[config.mk]
export PLATFORM = sky130hd
export DESIGN_NAME = branch_trace_queue
export DESIGN_NICKNAME = d
export VERILOG_FILES = /design/src/rtl/btq_pkg.sv /design/src/rtl/btq_ctrl.sv /design/src/rtl/btq_ring.sv /design/src/rtl/btq_readport.sv /design/src/rtl/branch_trace_queue.sv
export SDC_FILE = /design/constraint.sdc
export NUM_CORES = 1
export LEC_CHECK = 0
export BUFFER_PORTS_ARGS = -buffer_cell sky130_fd_sc_hd__buf_2
export CORE_ASPECT_RATIO = 1.2
export CORE_MARGIN = 3
export CORE_UTILIZATION = 57
export CTS_BUF_LIST = sky130_fd_sc_hd__clkbuf_4
export DETAILED_ROUTE_END_ITERATION = 10
export PLACE_DENSITY = 0.78
export SLEW_MARGIN = 0
export SYNTH_ARGS = -nofsm -noshare
export SYNTH_HDL_FRONTEND = slang
export SYNTH_SLANG_ARGS = --single-unit
[constraint.sdc]
create_clock -name clk -period 4.04 [get_ports clk]
set_input_delay 0.202 -clock clk [delete_from_list [all_inputs] [get_ports clk]]
set_output_delay 0.202 -clock clk [all_outputs]
set_load 0.01 [all_outputs]
[src/rtl/btq_pkg.sv]
package btq_pkg;

    localparam int BSA_W  = 28;
    localparam int PID_W  = 3;
    localparam int DATA_W = 32;

    typedef enum logic [1:0] {
        EV_BRANCH = 2'd0,
        EV_REPEAT = 2'd1,
        EV_IRQ    = 2'd2
    } ev_kind_e;

    typedef enum logic [1:0] {
        SEL_SRC = 2'd0,
        SEL_DST = 2'd1,
        SEL_IA  = 2'd2
    } reg_sel_e;

    typedef enum logic [1:0] {
        SZ_BYTE = 2'd0,
        SZ_HALF = 2'd1,
        SZ_WORD = 2'd2
    } acc_size_e;

    typedef struct packed {
        logic             pid_ok;
        logic [PID_W-1:0] pid;
        logic [BSA_W-1:0] bsa;
    } src_word_t;

    typedef struct packed {
        src_word_t         src;
        logic [DATA_W-1:0] dst;
    } trace_ent_t;

    // Pointer is unusable for an interrupt that lands between a delayed
    // branch and a target sitting on an odd halfword (4n+2).
    function automatic logic pid_usable(ev_kind_e kind, logic delayed,
                                        logic [BSA_W-1:0] bsa);
        return !(kind == EV_IRQ && delayed && bsa[1:0] == 2'b10);
    endfunction

    function automatic logic [BSA_W-1:0] pre_branch_addr(src_word_t s);
        logic [BSA_W-1:0] twice;
        twice = BSA_W'({s.pid, 1'b0});
        return s.pid_ok ? (s.bsa - twice) : s.bsa;
    endfunction

endpackage

[src/rtl/btq_ctrl.sv]
module btq_ctrl (
    input  logic clk,
    input  logic rst,
    input  logic ctl_wr,
    input  logic ctl_en,
    input  logic ctl_clr_ovf,
    input  logic ovf_evt,
    output logic trace_on,
    output logic overflow
);
    always_ff @(posedge clk) begin
        if (rst) begin
            trace_on <= 1'b0;
            overflow <= 1'b0;
        end else begin
            if (ctl_wr)
                trace_on <= ctl_en;
            if (ovf_evt)
                overflow <= 1'b1;
            else if (ctl_wr && ctl_clr_ovf)
                overflow <= 1'b0;
        end
    end
endmodule

[src/rtl/btq_ring.sv]
module btq_ring
    import btq_pkg::*;
#(
    parameter int DEPTH = 8,
    localparam int PW = (DEPTH > 1) ? $clog2(DEPTH) : 1,
    localparam int CW = $clog2(DEPTH + 1)
) (
    input  logic       clk,
    input  logic       rst,
    input  logic       push,
    input  trace_ent_t push_ent,
    input  logic       pop,
    output trace_ent_t head_ent,
    output logic       empty,
    output logic       ovf_evt,
    output logic [CW-1:0] count
);
    localparam logic [PW-1:0] LAST = PW'(DEPTH - 1);
    localparam logic [CW-1:0] FULL = CW'(DEPTH);

    trace_ent_t    slot_q [DEPTH];
    logic [PW-1:0] head_q, tail_q;
    logic [CW-1:0] count_q;
    logic          do_pop, overwrite, head_adv;

    function automatic logic [PW-1:0] bump(logic [PW-1:0] p);
        return (p == LAST) ? '0 : p + 1'b1;
    endfunction

    assign empty     = (count_q == '0);
    assign do_pop    = pop && !empty;
    assign overwrite = push && !do_pop && (count_q == FULL);
    assign head_adv  = do_pop || overwrite;
    assign ovf_evt   = overwrite;
    assign count     = count_q;
    assign head_ent  = slot_q[head_q];

    for (genvar g = 0; g < DEPTH; g++) begin : g_slot
        always_ff @(posedge clk) begin
            if (rst)
                slot_q[g] <= '0;
            else if (push && tail_q == PW'(g))
                slot_q[g] <= push_ent;
        end
    end

    always_ff @(posedge clk) begin
        if (rst) begin
            head_q  <= '0;
            tail_q  <= '0;
            count_q <= '0;
        end else begin
            if (head_adv)
                head_q <= bump(head_q);
            if (push)
                tail_q <= bump(tail_q);
            if (push && !do_pop && !overwrite)
                count_q <= count_q + 1'b1;
            else if (do_pop && !push)
                count_q <= count_q - 1'b1;
        end
    end
endmodule

[src/rtl/btq_readport.sv]
module btq_readport
    import btq_pkg::*;
(
    input  logic              clk,
    input  logic              rst,
    input  logic              rd_en,
    input  reg_sel_e          sel,
    input  acc_size_e         size,
    input  trace_ent_t        head_ent,
    input  logic              empty,
    output logic              pop,
    output logic [DATA_W-1:0] rd_data
);
    logic [DATA_W-1:0] word_nxt;

    assign pop = rd_en && sel == SEL_DST && size == SZ_WORD && !empty;

    always_comb begin
        word_nxt = '0;
        if (!empty) begin
            case (sel)
                SEL_SRC: word_nxt = DATA_W'(head_ent.src);
                SEL_DST: word_nxt = head_ent.dst;
                SEL_IA:  word_nxt = DATA_W'(pre_branch_addr(head_ent.src));
                default: word_nxt = '0;
            endcase
        end
    end

    always_ff @(posedge clk) begin
        if (rst)
            rd_data <= '0;
        else if (rd_en)
            rd_data <= word_nxt;
    end
endmodule

[src/rtl/branch_trace_queue.sv]
module branch_trace_queue
    import btq_pkg::*;
#(
    parameter int DEPTH = 8,
    localparam int CW = $clog2(DEPTH + 1)
) (
    input  logic          clk,
    input  logic          rst,
    input  logic          ctl_wr,
    input  logic          ctl_en,
    input  logic          ctl_clr_ovf,
    input  logic          cap_valid,
    input  logic [1:0]    cap_kind,
    input  logic          cap_delayed,
    input  logic [27:0]   cap_bsa,
    input  logic [2:0]    cap_pid,
    input  logic [31:0]   cap_dest,
    input  logic          rd_en,
    input  logic [1:0]    rd_sel,
    input  logic [1:0]    rd_size,
    output logic [31:0]   rd_data,
    output logic          trace_on,
    output logic          overflow,
    output logic [CW-1:0] fill_count
);
    trace_ent_t new_ent, head_ent;
    logic       push, pop, empty, ovf_evt;

    assign push             = cap_valid && trace_on;
    assign new_ent.src.bsa  = cap_bsa;
    assign new_ent.src.pid  = cap_pid;
    assign new_ent.src.pid_ok = pid_usable(ev_kind_e'(cap_kind), cap_delayed, cap_bsa);
    assign new_ent.dst      = cap_dest;

    btq_ctrl ctrl_i (
        .clk         (clk),
        .rst         (rst),
        .ctl_wr      (ctl_wr),
        .ctl_en      (ctl_en),
        .ctl_clr_ovf (ctl_clr_ovf),
        .ovf_evt     (ovf_evt),
        .trace_on    (trace_on),
        .overflow    (overflow)
    );

    btq_ring #(.DEPTH(DEPTH)) ring_i (
        .clk      (clk),
        .rst      (rst),
        .push     (push),
        .push_ent (new_ent),
        .pop      (pop),
        .head_ent (head_ent),
        .empty    (empty),
        .ovf_evt  (ovf_evt),
        .count    (fill_count)
    );

    btq_readport rdp_i (
        .clk      (clk),
        .rst      (rst),
        .rd_en    (rd_en),
        .sel      (reg_sel_e'(rd_sel)),
        .size     (acc_size_e'(rd_size)),
        .head_ent (head_ent),
        .empty    (empty),
        .pop      (pop),
        .rd_data  (rd_data)
    );
endmodule

**After elaboration in Yosys (flattened, before gate mapping)**

Memories as Yosys holds them, arrays and structs flattened. A register that Yosys moved wholly into a read port is not among the register bits.
Cells that the tools add are included.

- Muxes and demuxes: 45
- Add/subtract/negate cells: 5
- Equality and inequality tests: 14
- Bitwise operators: 8
- Reductions and logical operators: 31

Operator list:

| cell | number |
|---|---|
| two-way mux 64 bit | 8 |
| one-hot mux 32 bit (3 select lines) | 1 |
| two-way mux 32 bit | 1 |
| two-way mux 1 bit | 28 |
| two-way mux 28 bit | 1 |
| subtractor 28 x 4 -> 28 bit | 1 |
| logical AND 1 bit | 20 |
| == test 3 bit, second input constant | 5 |
| two-way mux 3 bit | 4 |
| == test 2 bit, second input constant | 4 |
| two-way mux 4 bit | 2 |
| OR 1 bit | 8 |
| adder 3 x 1 -> 3 bit, second input constant | 2 |
| == test 3 x 2 -> 1 bit, second input constant | 2 |
| zero test 1 bit | 5 |
| adder 4 x 1 -> 4 bit, second input constant | 1 |
| == test 4 bit, second input constant | 1 |
| zero test 4 bit | 1 |
| nonzero test 2 bit | 2 |
| subtractor 4 x 1 -> 4 bit, second input constant | 1 |
| == test 3 x 1 -> 1 bit, second input constant | 1 |
| zero test 3 bit | 1 |
| == test 2 x 1 -> 1 bit, second input constant | 1 |
| zero test 2 bit | 1 |
| logical OR 1 bit | 1 |

- Memories: 1
- Register bits: 44
- Word-level logic and storage cells: 110
- Bits in writable memories: 512

Memories:

| name | depth | bits a word | read ports | clocked after memory_dff | write ports | line | RTL |
|---|---|---|---|---|---|---|---|
| ring_i.slot_q | 8 | 64 | 1 | 1 | 8 | btq_ring.sv:21 | `trace_ent_t slot_q [DEPTH];` |

**Longest topological paths before layout**

- Depth after elaboration: 11
- Depth in mapped cells: 18
- Depth with buffers taken out: 12

**Hierarchy**

From an unflattened synthesis, not the netlist that was laid out.

- Cells, all modules: 1,748
- Area total of the unflattened synthesis: 26,147.6 sq um

By module, submodules not included:

| module | sequential area each (sq um) | area an instance (sq um) | instances | cells an instance |
|---|---|---|---|---|
| btq_ring | 15,635.0 | 23,563.8 | 1 | 1,417 |
| btq_readport | 640.6 | 2,484.9 | 1 | 321 |
| btq_ctrl | 40.0 | 76.3 | 1 | 7 |
| branch_trace_queue | 0.0 | 22.5 | 1 | 3 |

**Least setup slack after synthesis**

No wires, ideal clock.

- Path type: register to register
- From: register (tool-made name)
- To: register rdp_i.rd_data[26]
- Period minus slack after synthesis: 3.866 ns
- Setup slack: 0.174 ns
- Stages on the path, launching flop included: 17
- Path buffers: 5
- Library setup time: 0.122 ns
- Arrival time: 3.744 ns
- Cells stage by stage: dfxtp_1 buf_6 buf_12 buf_2 buf_2 mux4_2 mux2_2 inv_1 ha_1 nor2b_1 o21ai_0 nor4b_2 and2_1 clkbuf_1 nand4_1 xnor2_1 a221o_1

RTL lines:

| item | line | RTL |
|---|---|---|
| end signal, assigned | btq_readport.sv:34 | `rd_data <= word_nxt;` |
| end, declared | btq_readport.sv:12 | `output logic [DATA_W-1:0] rd_data` |

==> qor.csv <==
metric;value;unit
nNetsFinal;2075;
synth_top_family_by_area;simple AND/OR/NAND/NOR gates;
globalplace.congestion;0.945;
drc_errors;0;
period_share;92.6;%
via_per_inst;6.41;
place_inst;2364;
drt_wl_total;73400;um
layout-drive-gt1-share;26.2;%
dr.pass1.iters;5;
cts-htree-levels;4;
grt_pass1_wl;110000;um
syn_area_per_cell;14.8;um^2
worst_path_dominant_cell_family;adder cells;
slowest_stage;dfxtp_4;
dpl_cell_area;27100;um^2
finalSetupViolCount;0;
syn_area;25800;um^2
synth-adder-area-share;0.785;%
cts_root_buf;clkbuf_4;
antenna_found_initial;1;
drv_cap;0;
drv_slew;0;
area_growth;14.9;%
clk_pin_slew_worst_paths;0.07;ns
dpl.hpwl;40700;um
synth-simple-area-share;15.7;%
hold_violations;0;
ant_nets;0;
fp.dieW;200;um
synthArstFlopShare;0;%
final_cell_mix;512 x edfxtp_1, 316 x and3_1, 198 x clkbuf_4;
synth_top_flop_cell;edfxtp_1;
tns;0;ns
holdWs;0.122;ns
numPortBuffers;114;
grt_max_degree;90;
clock-sinks;559;
holdCritStartpoint;rd_size[0];
critPathMaxFanout;27;
cts_tree;yes;
synth_compound_area_share;3.10;%
utilization;67.1;%
yosys.area.top_type;edfxtp_1;
end_kind;flip-flop;
core;44200;um^2
synth.area.mux_share;13.8;%
num_io_pins;115;
multi_input_area;8930;um^2
leakage;11.9;nW
max_freq;267;MHz
power;12.2;mW
ys_warn_count;0;
syn_nets;1843;
slowest_delay;0.65;ns
dr.first_iter.drc_count;2036;
die_h;239;um
dp_slack;0.530;ns
synth_edf_count;512;
hp-class;input pin to flip-flop;
r2r_slack;0.30;ns
layout_min_cycle_time;3.74;ns
die_area;47900;um^2
worstPathArrival;4.50;ns
final_cells;2677;
synth.top_cell.area_share;59.5;%
synth_area_leaders;edfxtp_1 60%, mux4_2 9.6%, and3_1 7.7%;
syn_inst;1751;
first_global_vias;18000;
yosysSeqAreaShare;63.2;%
rr_endpoint;rdp_i.rd_data[7]$_SDFFE_PP0P_;
tightestPinTransition;0.998;ns
start_util;58.4;%
wl_per_cell;27.4;um
r2r_cells;11;
synth_cell_types;72;
start_kind;flip-flop;
vias;17200;
overflow;0;
relSlewSlack;33.4;%
ir_drop;0.306;mV
grt_setup_unrepaired;false;
fill_cells;3093;
status;complete, no violations;
worstSetupPathType;flip-flop to flip-flop;
setup_slack;0.299;ns
final_common_cell;edfxtp_1;
hold_depth;5;
critPathBufInv;1;
fin_area;29700;um^2
cts_buffers;139;
cp.required;4.80;ns
insertion_delay;0.87;ns
path_cells;mux4_2 > mux2_2 > ha_1 > fa_1 > nor2b_1 > or3_1 > nor2_1 > xnor2_1 > nand3_1 > dlygate4sd3_1 > a21oi_1;
fin_skew;0.0472;ns
rows;84;
synth-seq-cells;559;
grt_usage;30.7;%
seq_area;16300;um^2
cts.path.max_buffers;3;
synth_xor_area_share;0.814;%
power_density;412;nW/um^2
state kept, by name (all words and copies together), names as in the netlist, named ones only:
register and flops:
ctrl_i.overflow 1, ctrl_i.trace_on 1, rdp_i.rd_data 32, ring_i.count 4, ring_i.head_q 3, ring_i.slot_q 512
ring_i.tail_q 3
layer usage:
metal / global-route usage [%] / share of wire (%) / wire length, um / vias to the layer above
met5: 0 / 0 / 0 / -
met4: 15.6 / 4.2 / 3110 / 0
met3: 7.26 / 11 / 8030 / 208
met2: 49.9 / 49 / 36000 / 1140
met1: 39.2 / 36 / 26300 / 8542
li1: - / - / - / 7265
final cells by class:
cell class | instances | area share (%)
timing repair buffer | 239 | 6.20
inverter | 9 | 0.114
clock inverter | 34 | 1.01
tap | 602 | 2.54
multi-input combinational | 1035 | 30.1
antenna | 1 | 0.00843
clock buffer | 198 | 5.01
sequential | 559 | 55.0
what timing repair did:
item,in CTS,in global routing
setup endpoints to repair,0,1
endpoints found under the hold margin,551,0
hold buffers,79,0
resized for setup,0,0
setup buffers,0,1
report_power, final:
group,total (mW),leakage [nW],switching [mW],internal [mW]
logic,0.797,5.18,0.510,0.287
registers,6.57,5.67,0.0750,6.50
clock network,4.85,1.06,2.23,2.63
total,12.2,11.9,2.81,9.41
worst max-delay path by stage:
stage                   start                        endpoint  slack [ns]  cells past startpoint
finish              flip-flop   rdp_i.rd_data[7]$_SDFFE_PP0P_        0.30                     11
global route        flip-flop   rdp_i.rd_data[7]$_SDFFE_PP0P_        0.13                     11
CTS                 flip-flop   rdp_i.rd_data[7]$_SDFFE_PP0P_        0.18                     11
detailed placement  flip-flop   rdp_i.rd_data[9]$_SDFFE_PP0P_        0.53                     10
global placement    flip-flop  rdp_i.rd_data[26]$_SDFFE_PP0P_        0.58                     10
floorplan           flip-flop  rdp_i.rd_data[26]$_SDFFE_PP0P_        0.17                     16
cell usage after synthesis (all sizes together), types with 6 or more instances:
cell type / n
edfxtp: 512
and3: 319
and2: 194
mux4: 115
clkbuf: 113
mux2i: 72
nor2: 54
dfxtp: 47
nand2: 46
buf: 35
a21oi: 25
a22oi: 22
o22ai: 19
mux2: 17
o21ai: 17
xnor2: 14
ha: 13
xor2: 10
inv: 9
nand3: 9
nor2b: 9
nor3: 8
a21o: 6
nand4: 6
worst register-to-register path, stage by stage, from the launching register on:
cell and delay [ns]:
dfxtp_4 0.65, mux4_2 0.40, mux2_2 0.30, ha_1 0.22
fa_1 0.47, nor2b_1 0.26, or3_1 0.26, nor2_1 0.08
xnor2_1 0.15, nand3_1 0.09, dlygate4sd3_1 0.58, a21oi_1 0.16
cell families after synthesis:
logic type	Yosys count
xor gates and xnor gates	24
AOI/OAI and AO/OA	120
DFF	559
and+or+nand+nor	672
muxes	204
adders and majority gates	15
buffers and inverters	157
Note: power is estimated with default switching activity, not from simulation.
